--- config.mk ---
export PLATFORM = sky130hd
export DESIGN_NAME = ext_irq_detect
export DESIGN_NICKNAME = d
export VERILOG_FILES = /design/src/rtl/eid_pkg.sv /design/src/rtl/eid_sync.sv /design/src/rtl/eid_line.sv /design/src/rtl/ext_irq_detect.sv
export SDC_FILE = /design/constraint.sdc
export NUM_CORES = 1
export LEC_CHECK = 0
export CAP_MARGIN = 20
export CORE_UTILIZATION = 55
export DETAILED_ROUTE_END_ITERATION = 16
export DONT_BUFFER_PORTS = 1
export PLACE_DENSITY_LB_ADDON = 0.2
export SLEW_MARGIN = 25
export SYNTH_ARGS = -nofsm -noshare
export SYNTH_HDL_FRONTEND = slang
export SYNTH_SLANG_ARGS = --single-unit
--- constraint.sdc ---
create_clock -name clk -period 1.1 [get_ports clk]
set_clock_uncertainty 0.2 [all_clocks]
set_input_delay 0.055 -clock clk [delete_from_list [all_inputs] [get_ports clk]]
set_output_delay 0.055 -clock clk [all_outputs]
set_load 0.01 [all_outputs]
--- src/rtl/eid_pkg.sv ---
package eid_pkg;
    localparam int unsigned CTRL_ADDR = 0;
    localparam int unsigned STAT_ADDR = 1;

    typedef enum logic {
        SENSE_LEVEL = 1'b0,
        SENSE_FALL  = 1'b1
    } sense_e;

    typedef enum logic {
        NMI_FALLING = 1'b0,
        NMI_RISING  = 1'b1
    } nmi_edge_e;
endpackage

--- src/rtl/eid_sync.sv ---
module eid_sync #(
    parameter int unsigned W = 1
) (
    input  logic         clk,
    input  logic         rst_n,
    input  logic [W-1:0] din,
    output logic [W-1:0] cur,
    output logic [W-1:0] prev
);
    typedef struct packed {
        logic [W-1:0] s1;
        logic [W-1:0] s2;
        logic [W-1:0] s3;
    } sync_t;

    sync_t st_d, st_q;

    always_comb begin
        st_d.s1 = din;
        st_d.s2 = st_q.s1;
        st_d.s3 = st_q.s2;
    end

    // idle-high inputs: reset to 1 so no spurious edge or level follows reset
    always_ff @(posedge clk or negedge rst_n) begin
        if (!rst_n) st_q <= {3*W{1'b1}};
        else        st_q <= st_d;
    end

    assign cur  = st_q.s2;
    assign prev = st_q.s3;
endmodule

--- src/rtl/eid_line.sv ---
module eid_line
    import eid_pkg::*;
(
    input  logic clk,
    input  logic rst_n,
    input  logic standby,
    input  logic mode,
    input  logic cur,
    input  logic prev,
    input  logic rd_hit,
    input  logic wr_hit,
    input  logic wbit,
    output logic flag
);
    typedef struct packed {
        logic flag;
        logic armed;
    } line_t;

    line_t st_d, st_q;
    logic  fall, wr_zero, clr;

    assign fall    = prev & ~cur & ~standby;
    assign wr_zero = wr_hit & ~wbit;
    assign clr     = wr_zero & st_q.armed;

    always_comb begin
        st_d = st_q;
        if (sense_e'(mode) == SENSE_LEVEL) begin
            st_d.armed = 1'b0;
            if (!standby) st_d.flag = ~cur;
        end else begin
            if (wr_zero)                   st_d.armed = 1'b0;
            else if (rd_hit && st_q.flag)  st_d.armed = 1'b1;
            if (fall)                      st_d.flag = 1'b1;
            else if (clr)                  st_d.flag = 1'b0;
        end
    end

    always_ff @(posedge clk or negedge rst_n) begin
        if (!rst_n) st_q <= '0;
        else        st_q <= st_d;
    end

    assign flag = st_q.flag;
endmodule

--- src/rtl/ext_irq_detect.sv ---
module ext_irq_detect
    import eid_pkg::*;
#(
    parameter int unsigned N_IRQ  = 8,
    parameter int unsigned DATA_W = 16,
    parameter int unsigned ADDR_W = 2
) (
    input  logic              clk,
    input  logic              por_n,
    input  logic              standby,
    input  logic              nmi_in,
    input  logic [N_IRQ-1:0]  irq_in,
    input  logic [ADDR_W-1:0] addr,
    input  logic              wr_en,
    input  logic              rd_en,
    input  logic [DATA_W-1:0] wdata,
    output logic [DATA_W-1:0] rdata,
    output logic              nmi_req,
    output logic              irq_req
);
    localparam int unsigned NMI_BIT = N_IRQ;
    localparam int unsigned CTRL_W  = N_IRQ + 1;

    typedef struct packed {
        logic [CTRL_W-1:0] ctrl;
        logic              nmi_pulse;
    } top_t;

    top_t st_d, st_q;

    logic [N_IRQ-1:0] irq_cur, irq_prev, flag_vec, mode_edge;
    logic             nmi_cur, nmi_prev, nmi_edge;
    logic             sel_ctrl, sel_stat, wr_ctrl, rd_stat, wr_stat;
    logic [N_IRQ-1:0] stat_bits;
    logic             unused_wdata;

    assign sel_ctrl = (addr == ADDR_W'(CTRL_ADDR));
    assign sel_stat = (addr == ADDR_W'(STAT_ADDR));
    assign wr_ctrl  = wr_en & sel_ctrl;
    assign wr_stat  = wr_en & sel_stat;
    assign rd_stat  = rd_en & sel_stat;
    assign unused_wdata = ^wdata[DATA_W-1:CTRL_W];

    eid_sync #(.W(N_IRQ)) u_irq_sync (
        .clk(clk), .rst_n(por_n), .din(irq_in), .cur(irq_cur), .prev(irq_prev)
    );

    eid_sync #(.W(1)) u_nmi_sync (
        .clk(clk), .rst_n(por_n), .din(nmi_in), .cur(nmi_cur), .prev(nmi_prev)
    );

    assign mode_edge = st_q.ctrl[N_IRQ-1:0];

    for (genvar n = 0; n < N_IRQ; n++) begin : g_line
        eid_line u_line (
            .clk(clk), .rst_n(por_n), .standby(standby), .mode(mode_edge[n]),
            .cur(irq_cur[n]), .prev(irq_prev[n]), .rd_hit(rd_stat),
            .wr_hit(wr_stat), .wbit(wdata[N_IRQ-1-n]), .flag(flag_vec[n])
        );
        assign stat_bits[N_IRQ-1-n] = flag_vec[n];
    end

    always_comb begin
        if (nmi_edge_e'(st_q.ctrl[NMI_BIT]) == NMI_RISING)
            nmi_edge = ~nmi_prev & nmi_cur;
        else
            nmi_edge = nmi_prev & ~nmi_cur;
    end

    always_comb begin
        st_d = st_q;
        if (wr_ctrl) st_d.ctrl = wdata[CTRL_W-1:0];
        st_d.nmi_pulse = nmi_edge & ~standby;
    end

    always_ff @(posedge clk or negedge por_n) begin
        if (!por_n) st_q <= '0;
        else        st_q <= st_d;
    end

    always_comb begin
        rdata = '0;
        if (rd_en) begin
            if (sel_ctrl)      rdata[CTRL_W-1:0] = st_q.ctrl;
            else if (sel_stat) rdata[N_IRQ-1:0]  = stat_bits;
        end
    end

    assign nmi_req = st_q.nmi_pulse;
    assign irq_req = |flag_vec;
endmodule

==> impl_results.md, run 1 <==
* Final setup margin at -328 ps
* Capturing point of the worst reg2reg path: g_line[5].u_line.flag
* Post-Synth XOR/XNOR Area at 0%
* Slew Limit Fails at 0
* Final global-route overflow total at 0
* Post-CTS Hold Buffers at 19
* Most frequent cell after synthesis: dfstp_2
* Status: complete, but fails checks
* Worst Setup Start Kind: register
* Power per cell area at 1580 nW/um2
* Wire length of the first global-routing pass at 7150 um
* Avg WL per Cell at 18.7 um
* Clock tree buffer depth at 2
* Starting density of the core at 57.8%
* Leak at 1.17 nW
* CTS tree: done
* GRT Total Usage at 23.3%
* Final HPWL DP at 2650 um
* Crit-path max FO at 3
* DRT iter0 DRCs at 50
* Most area-consuming cells after synthesis: dfstp_2 (33%), dfrtp_1 (30%), mux2_4 (6.3%)
* Final wirelength at 4960 um
* Slew HR at 32.4%
* Maximum vdd drop at 1.02 mV
* Largest net degree at the start of global routing at 54
* Ratio of cells with drive above 1 in the final layout at 53.7%
* Top cell type's share of synthesized area at 33.3%
* Synth Cell Area at 2130 um2
* Routed vias/inst at 5.79
* Area Growth Syn to Fin at 35.5%
* Yosys Warn Count at 0
* Cell taking the most area after synthesis: dfstp_2
* Vias in the first global route at 1498
* Synth Area in Compound Gates at 9.27%
* Worst hold margin at -759 ps
* Mapped Cells at 169
* Ys async rst share at 100%
* Reg2Reg Setup Slack at -230 ps
* Crit path to: irq_req
* Post-synthesis mux area share at 10.1%
* EDFF count, synth at 0
* Fin crit period at 1430 ps
* WS Path Type: reg -> out
* Final period util at 130%
* Synth cell types at 23
* Worst path required time at 840 ps
* Simple-gate area share of the yosys netlist at 12.0%
* Max Cap Viol at 0
* Setup crit end kind: primary output
* Critical path origin: g_line[7].u_line.flag
* Post-Synth Adder-Cell Area at 0%
* Antenna Nets Post-Route at 0
* Failing checks: hold timing, setup timing
* CTS sink cnt at 53
* Slew at the pin with the worst max-slew slack at 1010 ps
* Avg Synthesized Cell Area at 12.6 um2
* Num rows at 22
* Number of antenna violations at the first check in global routing at 0
* DRC at 0
* Detailed Routing Iterations Pass 1 at 4
* Worst skew pair latency at 300 ps
* RSZ-0062 raised after global routing: true
* H-tree depth at 2
* Top_reg_cell synth: dfstp_2
* Core Area at 3690 um2
* Antenna cells at 0
* Place WS at -79.8 ps
* FMAX at 700 MHz
* Setup Viol. Count Final at 28
* IO Pins at 50
* Final count of hold timing violations at 62
* Reg clk slew, reported paths at 90 ps
* Sequential-to-total area share from yosys stat at 63.8%
* Arr. time, crit path at 1170 ps
* Detailed-route via count at 1541
* Synth Register Bits at 53
* Filler instances at 214
* Clock Root Buffer: clkbuf_8
* Final Wtd Congestion at 0.850
* Num CTS Buffers at 5
* Port buffer count at 0
* Pwr Total at 4.56 mW
* Die H at 64.3 um
* Final layout net count at 249
* FF-to-FF Start: mode_edge[5]
* R2R cell count at 3
* Combinational family with the most area after synthesis: simple AND/OR/NAND/NOR gates
* Top cells by count, synth: dfstp_2 (27), dfrtp_1 (26), nor2_1 (17), o21ai_0 (15), nand2_1 (10)
* Die Wd at 64.3 um
* Die area at 4130 um2
* Path type of the worst min-delay path: in -> async
routing by layer:
metal	up-vias	GRT usage [%]	wire (um)
li1	668	-	-
met2	52	37.9	2580
met1	808	30.1	2010
met4	0	11.4	138
met5	-	0	0
met3	13	4.29	243
report_power, final:
| part | total, mW | internal (mW) | switching, mW |
|---|---|---|---|
| Combinational | 1.11 | 0.667 | 0.444 |
| Sequential | 2.40 | 2.19 | 0.207 |
| Clock | 1.05 | 0.454 | 0.592 |
| Total | 4.56 | 3.32 | 1.24 |
worst max-delay path: stages (launching register included):
cell,delay [ps]
dfrtp_1,430
nor4_2,300
nand2_1,150
placed cells by master (no fill, tap or decap), types with 5 or more instances in the layout:
| cell | instances |
|---|---|
| dfstp_2 | 27 |
| nor2b_1 | 5 |
| buf_6 | 18 |
| nor3_2 | 6 |
| mux2_4 | 9 |
| nor2_2 | 7 |
| o21ai_0 | 8 |
| conb_1 | 7 |
| o32ai_2 | 5 |
| nor2_1 | 9 |
| a21oi_2 | 7 |
| dfrtp_1 | 22 |
| clkbuf_8 | 5 |
| nand2_1 | 10 |
| dlygate4sd3_1 | 18 |
| buf_4 | 11 |
flip-flops by register name, summed over array words and instances, names as in the netlist:
register and flops:
u_irq_sync.st_d 8, g_line.u_line.st_q 8, nmi_req 1, u_nmi_sync.prev 1, st_q 1, u_nmi_sync.cur 1
g_line.u_line.flag 8, u_irq_sync.prev 8, u_nmi_sync.st_d 1, mode_edge 8, u_irq_sync.cur 8
repair_timing:
action / in CTS / in global routing
buffers inserted: 15 / 5
pin swaps: 11 / 22
resized for setup: 27 / 52
setup endpoints to repair: 16 / 30
hold endpoints to repair: 88 / 62
layout make-up:
| type | count | area, um2 | share of cell area, % |
|---|---|---|---|
| clock buffers | 8 | 80.1 | 2.77 |
| inverters | 1 | 3.75 | 0.130 |
| multi-input cells | 108 | 903 | 31.3 |
| flip-flops and latches | 53 | 1370 | 47.2 |
| well taps | 48 | 60.1 | 2.08 |
| repair buffers | 48 | 478 | 16.5 |
stage by stage:
step	hold WS [ps]	utilization [%]	std cells	setup TNS, ps	area, um2
after floorplan	-441	-	175	-383	2160
after global placement	-440	59.7	221	-49.6	2200
after detailed placement	-440	59.7	221	-129	2200
after CTS	-767	72.4	263	-4130	2670
after global routing	-780	78.4	266	-4160	2890
final	-759	78.4	266	-3280	2890
logic make-up after synthesis:
kind of cell | after synthesis
AO/OA/AOI/OAI | 33
buffers and inverters | 14
flip-flops | 53
multiplexers | 17
other | 1
AND/OR/NAND/NOR | 51
worst min path at each step:
stage | start | to | slack [ps] | cells after the start
final | por_n | g_line[6].u_line.flag | -760 | 0
after global routing | por_n | g_line[6].u_line.st_q[0] | -780 | 0
after CTS | por_n | g_line[6].u_line.flag | -770 | 0
after detailed placement | por_n | g_line[6].u_line.flag | -440 | 0
after global placement | por_n | g_line[4].u_line.flag | -440 | 0
after floorplan | por_n | g_line[0].u_line.flag | -440 | 0
No activity file was read; power rests on OpenSTA's default activity.
==> run 2: changes to the inputs <==
--- a/config.mk
+++ b/config.mk
@@ -5,8 +5,9 @@
 export SDC_FILE = /design/constraint.sdc
 export NUM_CORES = 1
 export LEC_CHECK = 0
+export ABC_AREA = 1
 export CAP_MARGIN = 20
-export CORE_UTILIZATION = 55
+export CORE_UTILIZATION = 62
 export DETAILED_ROUTE_END_ITERATION = 16
 export DONT_BUFFER_PORTS = 1
 export PLACE_DENSITY_LB_ADDON = 0.2
==> constraint.sdc (replaced) <==
create_clock -name clk -period 1.7 [get_ports clk]
set_clock_uncertainty 0.2 [all_clocks]
set_input_delay 0.085 -clock clk [delete_from_list [all_inputs] [get_ports clk]]
set_output_delay 0.085 -clock clk [all_outputs]
set_load 0.01 [all_outputs]
==> run 2 against run 1 <==
- the run ends with hold timing left
- critical path type is now in -> reg
- area after synthesis increased by 0.18%
- register-to-register slack improved by 430 ps
- power decreased by 49%
- utilization increased by 3.5 points
- sequential power decreased by 38%
- largest cell class unchanged
==> impl_results.md, run 2 <==
* Number of antenna violations at the first check in global routing at 0
* Setup Viol. Count Final at 0
* WS Path Type: in -> reg
* FF-to-FF Start: g_line[4].u_line.flag
* Avg WL per Cell at 14.9 um
* Pwr Total at 2.34 mW
* Top cell type's share of synthesized area at 33.2%
* Most common cell after layout, fill and taps aside: nand2_1
* Starting density of the core at 67.8%
* Cell taking the most area after synthesis: dfstp_2
* Die area at 3690 um2
* Final global-route overflow total at 0
* Worst path required time at 1790 ps
* FMAX at 608 MHz
* Fin crit period at 1640 ps
* Synth Register Bits at 53
* Ys async rst share at 100%
* Status: complete, but fails checks
* Arr. time, crit path at 1740 ps
* Crit path top cell by count: dlygate4sd3_1
* Wire length of the first global-routing pass at 6970 um
* Ratio of cells with drive above 1 in the final layout at 18.5%
* Critical path origin: rd_en
* GRT Total Usage at 27.5%
* Synth cell types at 21
* Final HPWL DP at 2570 um
* Crit-path max FO at 8
* Power per cell area at 907 nW/um2
* Max Cap Viol at 0
* Final layout net count at 285
* Critical Path Max Stage Delay at 580 ps
* Final count of hold timing violations at 1
* Slew at the pin with the worst max-slew slack at 633 ps
* Post-CTS Setup Repair Bufs at 0
* Die H at 60.7 um
* EDFF count, synth at 0
* Top cells by count, synth: nand2_1 (51), inv_1 (29), dfstp_2 (27), dfrtp_1 (26), o21ai_0 (23)
* Cell Chain, Critical Path: dlygate4sd3_1 -> inv_1 -> nor2_4 -> nand2_1 -> dlygate4sd3_1 -> a21oi_1
* Die Wd at 60.7 um
* Failing checks: hold timing
* Largest net degree at the start of global routing at 54
* Slew HR at 57.6%
* Most area-consuming cells after synthesis: dfstp_2 (33%), dfrtp_1 (30%), nand2_1 (9.0%)
* Hold Crit Endpoint: g_line[7].u_line.st_q[0]
* Area Growth Syn to Fin at 20.7%
* Non-Filler Instances at 298
* Yosys Warn Count at 0
* Slew Limit Fails at 0
* Reg2Reg Setup Slack at 200 ps
* Port buffer count at 0
* DRC at 0
* H-tree depth at 2
* IO Pins at 50
* Hold Crit Depth at 4
* DRT iter0 DRCs at 79
* Placed Instances at 254
* Worst skew pair latency at 360 ps
* Filler instances at 189
* Mapped Cells at 213
* Detailed Routing Iterations Pass 1 at 4
* Placed inst area at 2140 um2
* CTS sink cnt at 53
* Antenna Nets Post-Route at 0
* RSZ-0062 raised after global routing: true
* Vias in the first global route at 1580
* Leak at 1.11 nW
* Antenna cells at 0
* Hold path start: addr[0]
* Synth Cell Area at 2140 um2
* Worst hold margin at -6.06 ps
* Final Wtd Congestion at 0.801
* Avg Synthesized Cell Area at 10.0 um2
* Reg clk slew, reported paths at 130 ps
* Clock Root Buffer: clkbuf_4
* CP max-delay cell: dlygate4sd3_1
* Top_reg_cell synth: dfstp_2
* Routed vias/inst at 5.31
* CP top delay family: buffers and inverters
* Worst Setup Start Kind: input pin
* Detailed-route via count at 1581
* Sequential-to-total area share from yosys stat at 63.6%
* CTS tree: done
* Setup TNS at 0 ps
* Final wirelength at 4430 um
* Most frequent cells in the layout: nand2_1 (51), dlygate4sd3_1 (35), inv_1 (29)
* Num CTS Buffers at 5
* Buf/Inv on CP at 3
* Maximum vdd drop at 0.760 mV
* Clock tree buffer depth at 2
* Num rows at 20
* R2R cell count at 3
* Finished Cell Area at 2580 um2
* Core Area at 3150 um2
* Final period util at 96.7%
* Path type of the worst min-delay path: in -> reg
* Setup crit end kind: register
* Most frequent cell after synthesis: nand2_1
* Capturing point of the worst reg2reg path: g_line[4].u_line.st_q[0]
## run 2: cell count changes in the layout (fill, tap and decap cells not counted), moves of 7 or more
cell           change
o21ai_0           +15
buf_4             -11
nor2_2             -7
mux2_4             -9
buf_6             -18
dlygate4sd3_1     +17
nand2_1           +41
inv_1             +28
## run 2: worst max path at each step
stage / to / depth (start not counted)
2_1_floorplan: irq_req / 2
3_3_place_gp: irq_req / 2
3_5_place_dp: irq_req / 2
4_1_cts: g_line[7].u_line.st_q[0] / 6
5_1_grt: g_line[3].u_line.st_q[0] / 6
6_report: g_line[5].u_line.st_q[0] / 6
## run 2: cell families (layout without fill, tap and decap cells)
logic type      Yosys count  after routing  share of synthesized area, %
flops                    53             53                          63.6
compound gates           49             49                          13.9
other cells               1              7                         0.175
buf+inv                  38             73                          8.43
simple gates             72             72                          13.9
## run 2: repair_timing
| action | 4_1_cts | 5_1_grt |
|---|---|---|
| hold buffers | 37 | 0 |
| endpoints found under the setup margin | 0 | 6 |
| hold endpoints to repair | 88 | 0 |
| gates resized for setup | 0 | 2 |
## run 2: per-layer routing
metal  vias up  routed length, um  GRT usage [%]
met1       763               1850           32.9
met4         0                133           13.6
met2        63               2190           46.9
li1        740                  -              -
met3        15                257           6.18
met5         -                  0              0
## run 2: power by group
group | internal, mW | switching, mW
clock | 0.166 | 0.348
sequential | 1.40 | 0.0898
combinational | 0.149 | 0.191
total | 1.71 | 0.629
## run 2: worst min-delay path, delay by kind of cell
kind	cells	cell delay, ps
compound gates	1	80
simple gates	3	360
## run 2: per-stage QoR
step / utilization [%] / hold slack [ps] / setup slack [ps]
floorplan: - / -411 / 649
global placement: 68.0 / -409 / 470
CTS: 81.8 / 17.7 / 18.6
finish: 81.8 / -6.06 / 55.9
global route: 81.8 / 6.22 / -19.1
detailed placement: 68.0 / -409 / 463
## run 2: final cells by class
cell class                      count  area (um2)  area share [%]
Multi-Input combinational cell    128         629            24.4
Timing Repair Buffer               36         378            14.6
Inverter                           29         109            4.22
Tap cell                           44        55.1            2.13
Sequential cell                    53        1360            52.7
Clock buffer                        8        48.8            1.89
